===== config.mk =====
export PLATFORM = sky130hd
export DESIGN_NAME = fifo_irq_hub
export DESIGN_NICKNAME = d
export VERILOG_FILES = /design/src/rtl/fifo_irq_pkg.sv /design/src/rtl/byte_fifo.sv /design/src/rtl/flush_seq.sv /design/src/rtl/irq_regs.sv /design/src/rtl/fifo_irq_hub.sv
export SDC_FILE = /design/constraint.sdc
export NUM_CORES = 1
export LEC_CHECK = 0
export ABC_AREA = 1
export CAP_MARGIN = 10
export CORE_MARGIN = 2
export CORE_UTILIZATION = 45
export CTS_BUF_LIST = sky130_fd_sc_hd__clkbuf_8
export CTS_CLUSTER_SIZE = 20
export DETAILED_ROUTE_END_ITERATION = 8
export PLACE_DENSITY = 0.66
export SLEW_MARGIN = 10
export SYNTH_ARGS = -nofsm -noshare
export SYNTH_HDL_FRONTEND = slang
export SYNTH_SLANG_ARGS = --single-unit
export TNS_END_PERCENT = 50

===== constraint.sdc =====
create_clock -name clk -period 4.45 [get_ports clk]
set_input_delay 0.89 -clock clk [delete_from_list [all_inputs] [get_ports clk]]
set_output_delay 0.89 -clock clk [all_outputs]
set_load 0.03 [all_outputs]

===== src/rtl/fifo_irq_pkg.sv =====
`timescale 1ns/1ps
package fifo_irq_pkg;
  localparam int ADDR_W = 4;
  localparam int REG_W  = 32;
  localparam int NUM_EV = 8;

  localparam logic [ADDR_W-1:0] A_CTRL  = 4'd0;
  localparam logic [ADDR_W-1:0] A_TXD   = 4'd1;
  localparam logic [ADDR_W-1:0] A_RXD   = 4'd2;
  localparam logic [ADDR_W-1:0] A_TXTH  = 4'd3;
  localparam logic [ADDR_W-1:0] A_RXTH  = 4'd4;
  localparam logic [ADDR_W-1:0] A_MASK  = 4'd5;
  localparam logic [ADDR_W-1:0] A_RAW   = 4'd6;
  localparam logic [ADDR_W-1:0] A_MSTAT = 4'd7;
  localparam logic [ADDR_W-1:0] A_CLR   = 4'd8;

  localparam int CTRL_FLUSH_LSB = 7;

  localparam int B_TX_EMPTY = 0;
  localparam int B_TX_LOW   = 1;
  localparam int B_TX_FULL  = 2;
  localparam int B_TX_OVR   = 3;
  localparam int B_RX_EMPTY = 4;
  localparam int B_RX_HIGH  = 5;
  localparam int B_RX_FULL  = 6;

  localparam logic [REG_W-1:0] IMPL_BITS = 32'h131F_007F;
  localparam logic [REG_W-1:0] LIVE_BITS = 32'h0000_0077;
  localparam logic [REG_W-1:0] LATCH_BITS = IMPL_BITS & ~LIVE_BITS;
  localparam logic [REG_W-1:0] MASK_BITS = 32'h1FFF_FFFF;

  function automatic int ev_pos(input int idx);
    case (idx)
      0: ev_pos = 16;
      1: ev_pos = 17;
      2: ev_pos = 18;
      3: ev_pos = 19;
      4: ev_pos = 20;
      5: ev_pos = 24;
      6: ev_pos = 25;
      default: ev_pos = 28;
    endcase
  endfunction
endpackage


===== src/rtl/byte_fifo.sv =====
`timescale 1ns/1ps
module byte_fifo #(
  parameter int DEPTH = 16,
  parameter int W = 8,
  parameter int AW = $clog2(DEPTH),
  parameter int LW = $clog2(DEPTH + 1)
) (
  input  logic          clk,
  input  logic          rst,
  input  logic          clr,
  input  logic          push,
  input  logic [W-1:0]  din,
  input  logic          pop,
  output logic [W-1:0]  dout,
  output logic [LW-1:0] level,
  output logic          empty,
  output logic          full
);
  localparam logic [LW-1:0] FULL_LVL = LW'(DEPTH);
  localparam logic [AW-1:0] LAST_IDX = AW'(DEPTH - 1);

  logic [W-1:0]  mem [DEPTH];
  logic [AW-1:0] wp, rp;
  logic          do_push, do_pop;

  assign empty   = (level == '0);
  assign full    = (level == FULL_LVL);
  assign do_push = push & ~full;
  assign do_pop  = pop & ~empty;
  assign dout    = mem[rp];

  // storage without reset so it maps onto RAM
  always_ff @(posedge clk) begin
    if (do_push) mem[wp] <= din;
  end

  always_ff @(posedge clk) begin
    if (rst || clr) begin
      wp    <= '0;
      rp    <= '0;
      level <= '0;
    end else begin
      if (do_push) wp <= (wp == LAST_IDX) ? '0 : wp + 1'b1;
      if (do_pop)  rp <= (rp == LAST_IDX) ? '0 : rp + 1'b1;
      case ({do_push, do_pop})
        2'b10:   level <= level + 1'b1;
        2'b01:   level <= level - 1'b1;
        default: level <= level;
      endcase
    end
  end
endmodule


===== src/rtl/flush_seq.sv =====
`timescale 1ns/1ps
module flush_seq #(
  parameter int CYCLES = 4,
  parameter int CW = $clog2(CYCLES + 1)
) (
  input  logic clk,
  input  logic rst,
  input  logic start,
  output logic busy,
  output logic done
);
  logic [CW-1:0] cnt;

  assign done = busy && (cnt == '0);

  always_ff @(posedge clk) begin
    if (rst) begin
      busy <= 1'b0;
      cnt  <= '0;
    end else if (!busy) begin
      if (start) begin
        busy <= 1'b1;
        cnt  <= CW'(CYCLES - 1);
      end
    end else if (cnt == '0) begin
      busy <= 1'b0;
    end else begin
      cnt <= cnt - 1'b1;
    end
  end
endmodule


===== src/rtl/irq_regs.sv =====
`timescale 1ns/1ps
module irq_regs
  import fifo_irq_pkg::*;
(
  input  logic             clk,
  input  logic             rst,
  input  logic [REG_W-1:0] live_in,
  input  logic [REG_W-1:0] set_in,
  input  logic             clr_we,
  input  logic             mask_we,
  input  logic [REG_W-1:0] wdata,
  output logic [REG_W-1:0] raw_q,
  output logic [REG_W-1:0] mask_q,
  output logic [REG_W-1:0] masked,
  output logic             irq
);
  logic [REG_W-1:0] clr_vec;
  logic [REG_W-1:0] latched_nxt;

  assign clr_vec     = clr_we ? (wdata & IMPL_BITS) : '0;
  // a new event wins over a clear in the same cycle
  assign latched_nxt = ((raw_q & ~clr_vec) | set_in) & LATCH_BITS;
  assign masked      = raw_q & mask_q;

  always_ff @(posedge clk) begin
    if (rst) begin
      raw_q  <= '0;
      mask_q <= '0;
      irq    <= 1'b0;
    end else begin
      raw_q <= (live_in & LIVE_BITS) | latched_nxt;
      if (mask_we) mask_q <= wdata & MASK_BITS;
      irq <= |masked;
    end
  end
endmodule


===== src/rtl/fifo_irq_hub.sv =====
`timescale 1ns/1ps
module fifo_irq_hub
  import fifo_irq_pkg::*;
#(
  parameter int DEPTH = 16,
  parameter int TH_W = 4,
  parameter int FLUSH_CYCLES = 4,
  parameter int LW = $clog2(DEPTH + 1)
) (
  input  logic              clk,
  input  logic              rst,
  input  logic              h_wr,
  input  logic              h_rd,
  input  logic [ADDR_W-1:0] h_addr,
  input  logic [REG_W-1:0]  h_wdata,
  output logic [REG_W-1:0]  h_rdata,
  input  logic              tx_pop,
  output logic [7:0]        tx_data,
  output logic              tx_avail,
  input  logic              rx_push,
  input  logic [7:0]        rx_data,
  input  logic [NUM_EV-1:0] ev_pulse,
  output logic              irq
);
  logic wr_ctrl, wr_txd, wr_txth, wr_rxth, wr_mask, wr_clr, rd_rxd;
  assign wr_ctrl = h_wr && (h_addr == A_CTRL);
  assign wr_txd  = h_wr && (h_addr == A_TXD);
  assign wr_txth = h_wr && (h_addr == A_TXTH);
  assign wr_rxth = h_wr && (h_addr == A_RXTH);
  assign wr_mask = h_wr && (h_addr == A_MASK);
  assign wr_clr  = h_wr && (h_addr == A_CLR);
  assign rd_rxd  = h_rd && (h_addr == A_RXD);

  // flush sequencers: index 0 transmit, index 1 receive
  logic [1:0] flush_busy, flush_done;
  for (genvar c = 0; c < 2; c++) begin : g_flush
    flush_seq #(.CYCLES(FLUSH_CYCLES)) u_seq (
      .clk   (clk),
      .rst   (rst),
      .start (wr_ctrl && h_wdata[CTRL_FLUSH_LSB + c]),
      .busy  (flush_busy[c]),
      .done  (flush_done[c])
    );
  end

  logic [LW-1:0] tx_level, rx_level;
  logic          tx_empty, tx_full, rx_empty, rx_full;
  logic [7:0]    rx_head;
  logic          tx_push_ok, rx_pop_ok;

  assign tx_push_ok = wr_txd & ~flush_busy[0];
  assign rx_pop_ok  = rd_rxd & ~flush_busy[1];

  byte_fifo #(.DEPTH(DEPTH), .W(8)) u_txq (
    .clk   (clk),
    .rst   (rst),
    .clr   (flush_done[0]),
    .push  (tx_push_ok),
    .din   (h_wdata[7:0]),
    .pop   (tx_pop & ~flush_busy[0]),
    .dout  (tx_data),
    .level (tx_level),
    .empty (tx_empty),
    .full  (tx_full)
  );

  byte_fifo #(.DEPTH(DEPTH), .W(8)) u_rxq (
    .clk   (clk),
    .rst   (rst),
    .clr   (flush_done[1]),
    .push  (rx_push & ~flush_busy[1]),
    .din   (rx_data),
    .pop   (rx_pop_ok),
    .dout  (rx_head),
    .level (rx_level),
    .empty (rx_empty),
    .full  (rx_full)
  );

  assign tx_avail = ~tx_empty & ~flush_busy[0];

  logic [TH_W-1:0] tx_th_q, rx_th_q;
  always_ff @(posedge clk) begin
    if (rst) begin
      tx_th_q <= '0;
      rx_th_q <= '0;
    end else begin
      if (wr_txth) tx_th_q <= h_wdata[TH_W-1:0];
      if (wr_rxth) rx_th_q <= h_wdata[TH_W-1:0];
    end
  end

  logic [REG_W-1:0] live_vec, set_vec;
  always_comb begin
    live_vec = '0;
    live_vec[B_TX_EMPTY] = tx_empty;
    live_vec[B_TX_LOW]   = (tx_level <= LW'(tx_th_q));
    live_vec[B_TX_FULL]  = tx_full;
    live_vec[B_RX_EMPTY] = rx_empty;
    live_vec[B_RX_HIGH]  = (rx_level >= LW'(rx_th_q));
    live_vec[B_RX_FULL]  = rx_full;
  end

  always_comb begin
    set_vec = '0;
    set_vec[B_TX_OVR] = tx_push_ok & tx_full;
    for (int i = 0; i < NUM_EV; i++) set_vec[ev_pos(i)] = ev_pulse[i];
  end

  logic [REG_W-1:0] raw_q, mask_q, masked;
  irq_regs u_irq (
    .clk     (clk),
    .rst     (rst),
    .live_in (live_vec),
    .set_in  (set_vec),
    .clr_we  (wr_clr),
    .mask_we (wr_mask),
    .wdata   (h_wdata),
    .raw_q   (raw_q),
    .mask_q  (mask_q),
    .masked  (masked),
    .irq     (irq)
  );

  always_ff @(posedge clk) begin
    if (rst) begin
      h_rdata <= '0;
    end else if (h_rd) begin
      h_rdata <= '0;
      case (h_addr)
        A_CTRL:  h_rdata[CTRL_FLUSH_LSB +: 2] <= flush_busy;
        A_RXD:   h_rdata[7:0] <= rx_pop_ok && !rx_empty ? rx_head : 8'h00;
        A_TXTH:  h_rdata[TH_W-1:0] <= tx_th_q;
        A_RXTH:  h_rdata[TH_W-1:0] <= rx_th_q;
        A_MASK:  h_rdata <= mask_q;
        A_RAW:   h_rdata <= raw_q;
        A_MSTAT: h_rdata <= masked;
        default: h_rdata <= '0;
      endcase
    end
  end
endmodule


==> results.py <==
metrics = {
    "status": {
        "status": "complete, no violations",
    },
    "cts": {
        "cts_made_buffers": 60,
        "root_buffer": "clkbuf_8",
        "clock_sinks": 380,
        "cts_buffer_depth": 3,
        "clock_latency_ns": 0.65,
        "clk_pin_slew_worst_paths_ns": 0.06,
        "cts_tree": "yes",
        "postCtsSetupBuffers": 0,
        "htree_levels": 2,
        "holdBufCountCts": 0,
        "cts_resized": 0,
    },
    "global_route": {
        "grt_pass1_vias": 10700,
        "antenna_found_initial": 0,
        "grt_max_degree": 65,
        "grt_pass1_wl_um": 57800,
        "overflow": 0,
        "track_usage_pct": 20.3,
    },
    "power_and_ir_drop": {
        "switchingPower_w": 0.00232,
        "swShare_pct": 28.5,
        "power_frac_comb_pct": 16.6,
        "peakVddDrop_uv": 386,
        "p_per_area_nw_per_um2": 444,
        "p_leak_nw": 6.69,
        "seqPwrFrac_pct": 48.8,
        "power.share.clock_pct": 34.6,
        "intPower_w": 0.00583,
    },
    "placement": {
        "place_hpwl_um": 23100,
        "portBuffers": 93,
        "placed_cell_area_um2": 17200,
        "place_congestion": 0.839,
    },
    "worst_setup_path": {
        "start_kind": "register",
        "r2r_slack_ns": 1.83,
        "worstPathCellList": "inv_1, o211ai_1, nand3_1, nand2_1, clkdlybuf4s50_1",
        "critPathTopFamily": "buffers and inverters",
        "cp.required_ns": 3.56,
        "slowest_stage": "clkdlybuf4s50_1",
        "arrival_ns": 3.28,
        "path_class": "reg2out",
        "cp_max_fo": 32,
        "cpPeakStageDelay_ns": 0.67,
        "cp.buffers_inverters": 2,
        "end_kind": "primary output",
    },
    "yosys": {
        "synth-main-ff-cell": "edfxtp_1",
        "yosysUniqueCellTypes": 40,
        "ys_ff_latch": 380,
        "yosysWarnings": 0,
        "synth-edff-count": 256,
        "synthArstFlopShare_pct": 0,
        "synth_area_per_cell_um2": 10.4,
        "syn_inst": 1539,
        "ys_seq_area_share_pct": 63.6,
        "syn_area_um2": 16000,
    },
    "final_layout": {
        "final_cell_area_um2": 18400,
        "final_nets": 1719,
        "layout_common_cells": "nand2_1 (297), edfxtp_1 (256), inv_1 (170)",
        "final_common_cell": "nand2_1",
        "drive_gt1_share_pct": 6.55,
        "num-fill-cells": 3116,
        "diodes": 0,
        "synthToLayoutAreaGrowth_pct": 14.9,
    },
    "route": {
        "drtPass1Iterations": 7,
        "dr_total_vias": 11200,
        "drtIter0Drc": 856,
        "finalWirelength_um": 37200,
        "drcViolationCount": 0,
        "viasPerCell": 5.22,
        "ant_nets": 0,
        "wl_per_cell_um": 17.4,
    },
    "timing": {
        "hold_viol": 0,
        "rsz0062_at_grt": "false",
        "finalSetupViolCount": 0,
        "timing.fmax_mhz": 240,
        "maxSlewViolCount": 0,
        "slew_headroom_pct": 20.3,
        "fin_crit_sh_pct": 93.8,
        "worst_pin_slew_ns": 1.19,
        "tns_ns": 0,
        "min_period_ns": 4.17,
        "finClkSkew_ns": 0.0279,
        "whs_ns": 0.453,
    },
    "floorplanning": {
        "dieWidth_um": 193,
        "rows": 69,
        "core_um2": 35300,
        "die_y_um": 193,
        "die_area_um2": 37100,
        "start_util_pct": 45.3,
        "io_pins": 100,
    },
    "run": {
        "maxCapViolCount": 0,
    },
    "worst_hold_path": {
        "min_path_type": "reg2reg",
    },
}
layout make-up:
type	instances	area, um2	area share (%)
sequential	380	10200	55.4
multi-input combinational	935	4900	26.6
timing repair buffer	104	1020	5.55
clock buffer	68	936	5.09
tap	461	577	3.14
inverter	150	563	3.06
clock inverter	43	213	1.16
state kept, by name (all words and copies together), names as in the netlist, 5 cells and up, named ones only:
signal             flops
h_rdata               29
u_irq.raw_q           15
u_rxq.mem            128
u_irq.mask_q          29
u_rxq.level            5
u_txq.mem            128
u_txq.level            5
g_flush.u_seq.cnt      6
worst paths after layout:
check | depth (start not counted) | startpoint | to
setup reg to reg | 13 | u_rxq.level[1] | u_rxq.level[4]
hold reg to reg | 2 | u_irq.mask_q[10] | h_rdata[10]
setup / recovery | 5 | register | tx_data[0]
hold / removal | 2 | u_irq.mask_q[10] | h_rdata[10]
power groups by stage:
stage | Clock, W | Sequential (W) | Combinational [W]
CTS | 0.00289 | 0.00398 | 0.00136
detailed placement | 0 | 0.00405 | 0.00135
finish | 0.00282 | 0.00398 | 0.00135
global placement | 0 | 0.00405 | 0.00133
floorplan | 0 | 0.00398 | 0.000974
global route | 0.00304 | 0.00400 | 0.00150
cells by family (layout without fill, tap and decap cells):
| group | Yosys count | count (layout) | share of synthesized area [%] |
|---|---|---|---|
| mux | 32 | 32 | 2.00 |
| other cells | 1 | 3 | 0.0234 |
| simple gates | 559 | 559 | 15.0 |
| buf+inv | 226 | 365 | 5.87 |
| flops | 380 | 380 | 63.6 |
| fa+ha+maj | 30 | 30 | 2.35 |
| xor+xnor | 12 | 12 | 0.657 |
| compound gates | 299 | 299 | 10.5 |
layer usage:
layer / up-vias / routed length [um] / global-route usage, %
li1: 5529 / - / -
met1: 5288 / 17100 / 27.5
met2: 305 / 17400 / 32.4
met3: 62 / 1840 / 3.80
met4: 0 / 896 / 7.43
met5: - / 0 / 0
stage by stage:
step / setup WS (ns) / util (%) / cells / power, W
4_1_cts: 0.216 / 52.1 / 2141 / 0.00822
2_1_floorplan: 1.61 / - / 1541 / 0.00496
5_1_grt: 0.0583 / 52.1 / 2141 / 0.00854
3_3_place_gp: 0.847 / 48.8 / 2030 / 0.00538
3_5_place_dp: 0.735 / 48.8 / 2030 / 0.00540
6_report: 0.276 / 52.1 / 2141 / 0.00815
synthesized netlist by cell type, types with 5 or more instances:
| cell | n | area (um2) |
|---|---|---|
| nand2_1 | 297 | 1110 |
| edfxtp_1 | 256 | 7690 |
| nand3_1 | 161 | 806 |
| inv_1 | 146 | 548 |
| a21oi_1 | 128 | 641 |
| dfxtp_1 | 124 | 2480 |
| o21ai_0 | 97 | 485 |
| nor2_1 | 66 | 248 |
| o211ai_1 | 39 | 293 |
| clkbuf_1 | 32 | 120 |
| mux2i_1 | 32 | 320 |
| ha_1 | 30 | 375 |
| buf_2 | 28 | 140 |
| buf_4 | 13 | 97.6 |
| nand4_1 | 11 | 68.8 |
| xor2_1 | 11 | 96.3 |
| nor3_1 | 8 | 40.0 |
| o221ai_1 | 8 | 70.1 |
| o22ai_1 | 6 | 37.5 |
| o21bai_1 | 5 | 37.5 |
tightest hold or removal path: stages, from the launching register on:
cell and delay [ns]:
dfxtp_1 0.31, nand2_1 0.06, a21oi_1 0.05
Note: power is estimated with default switching activity, not from simulation.
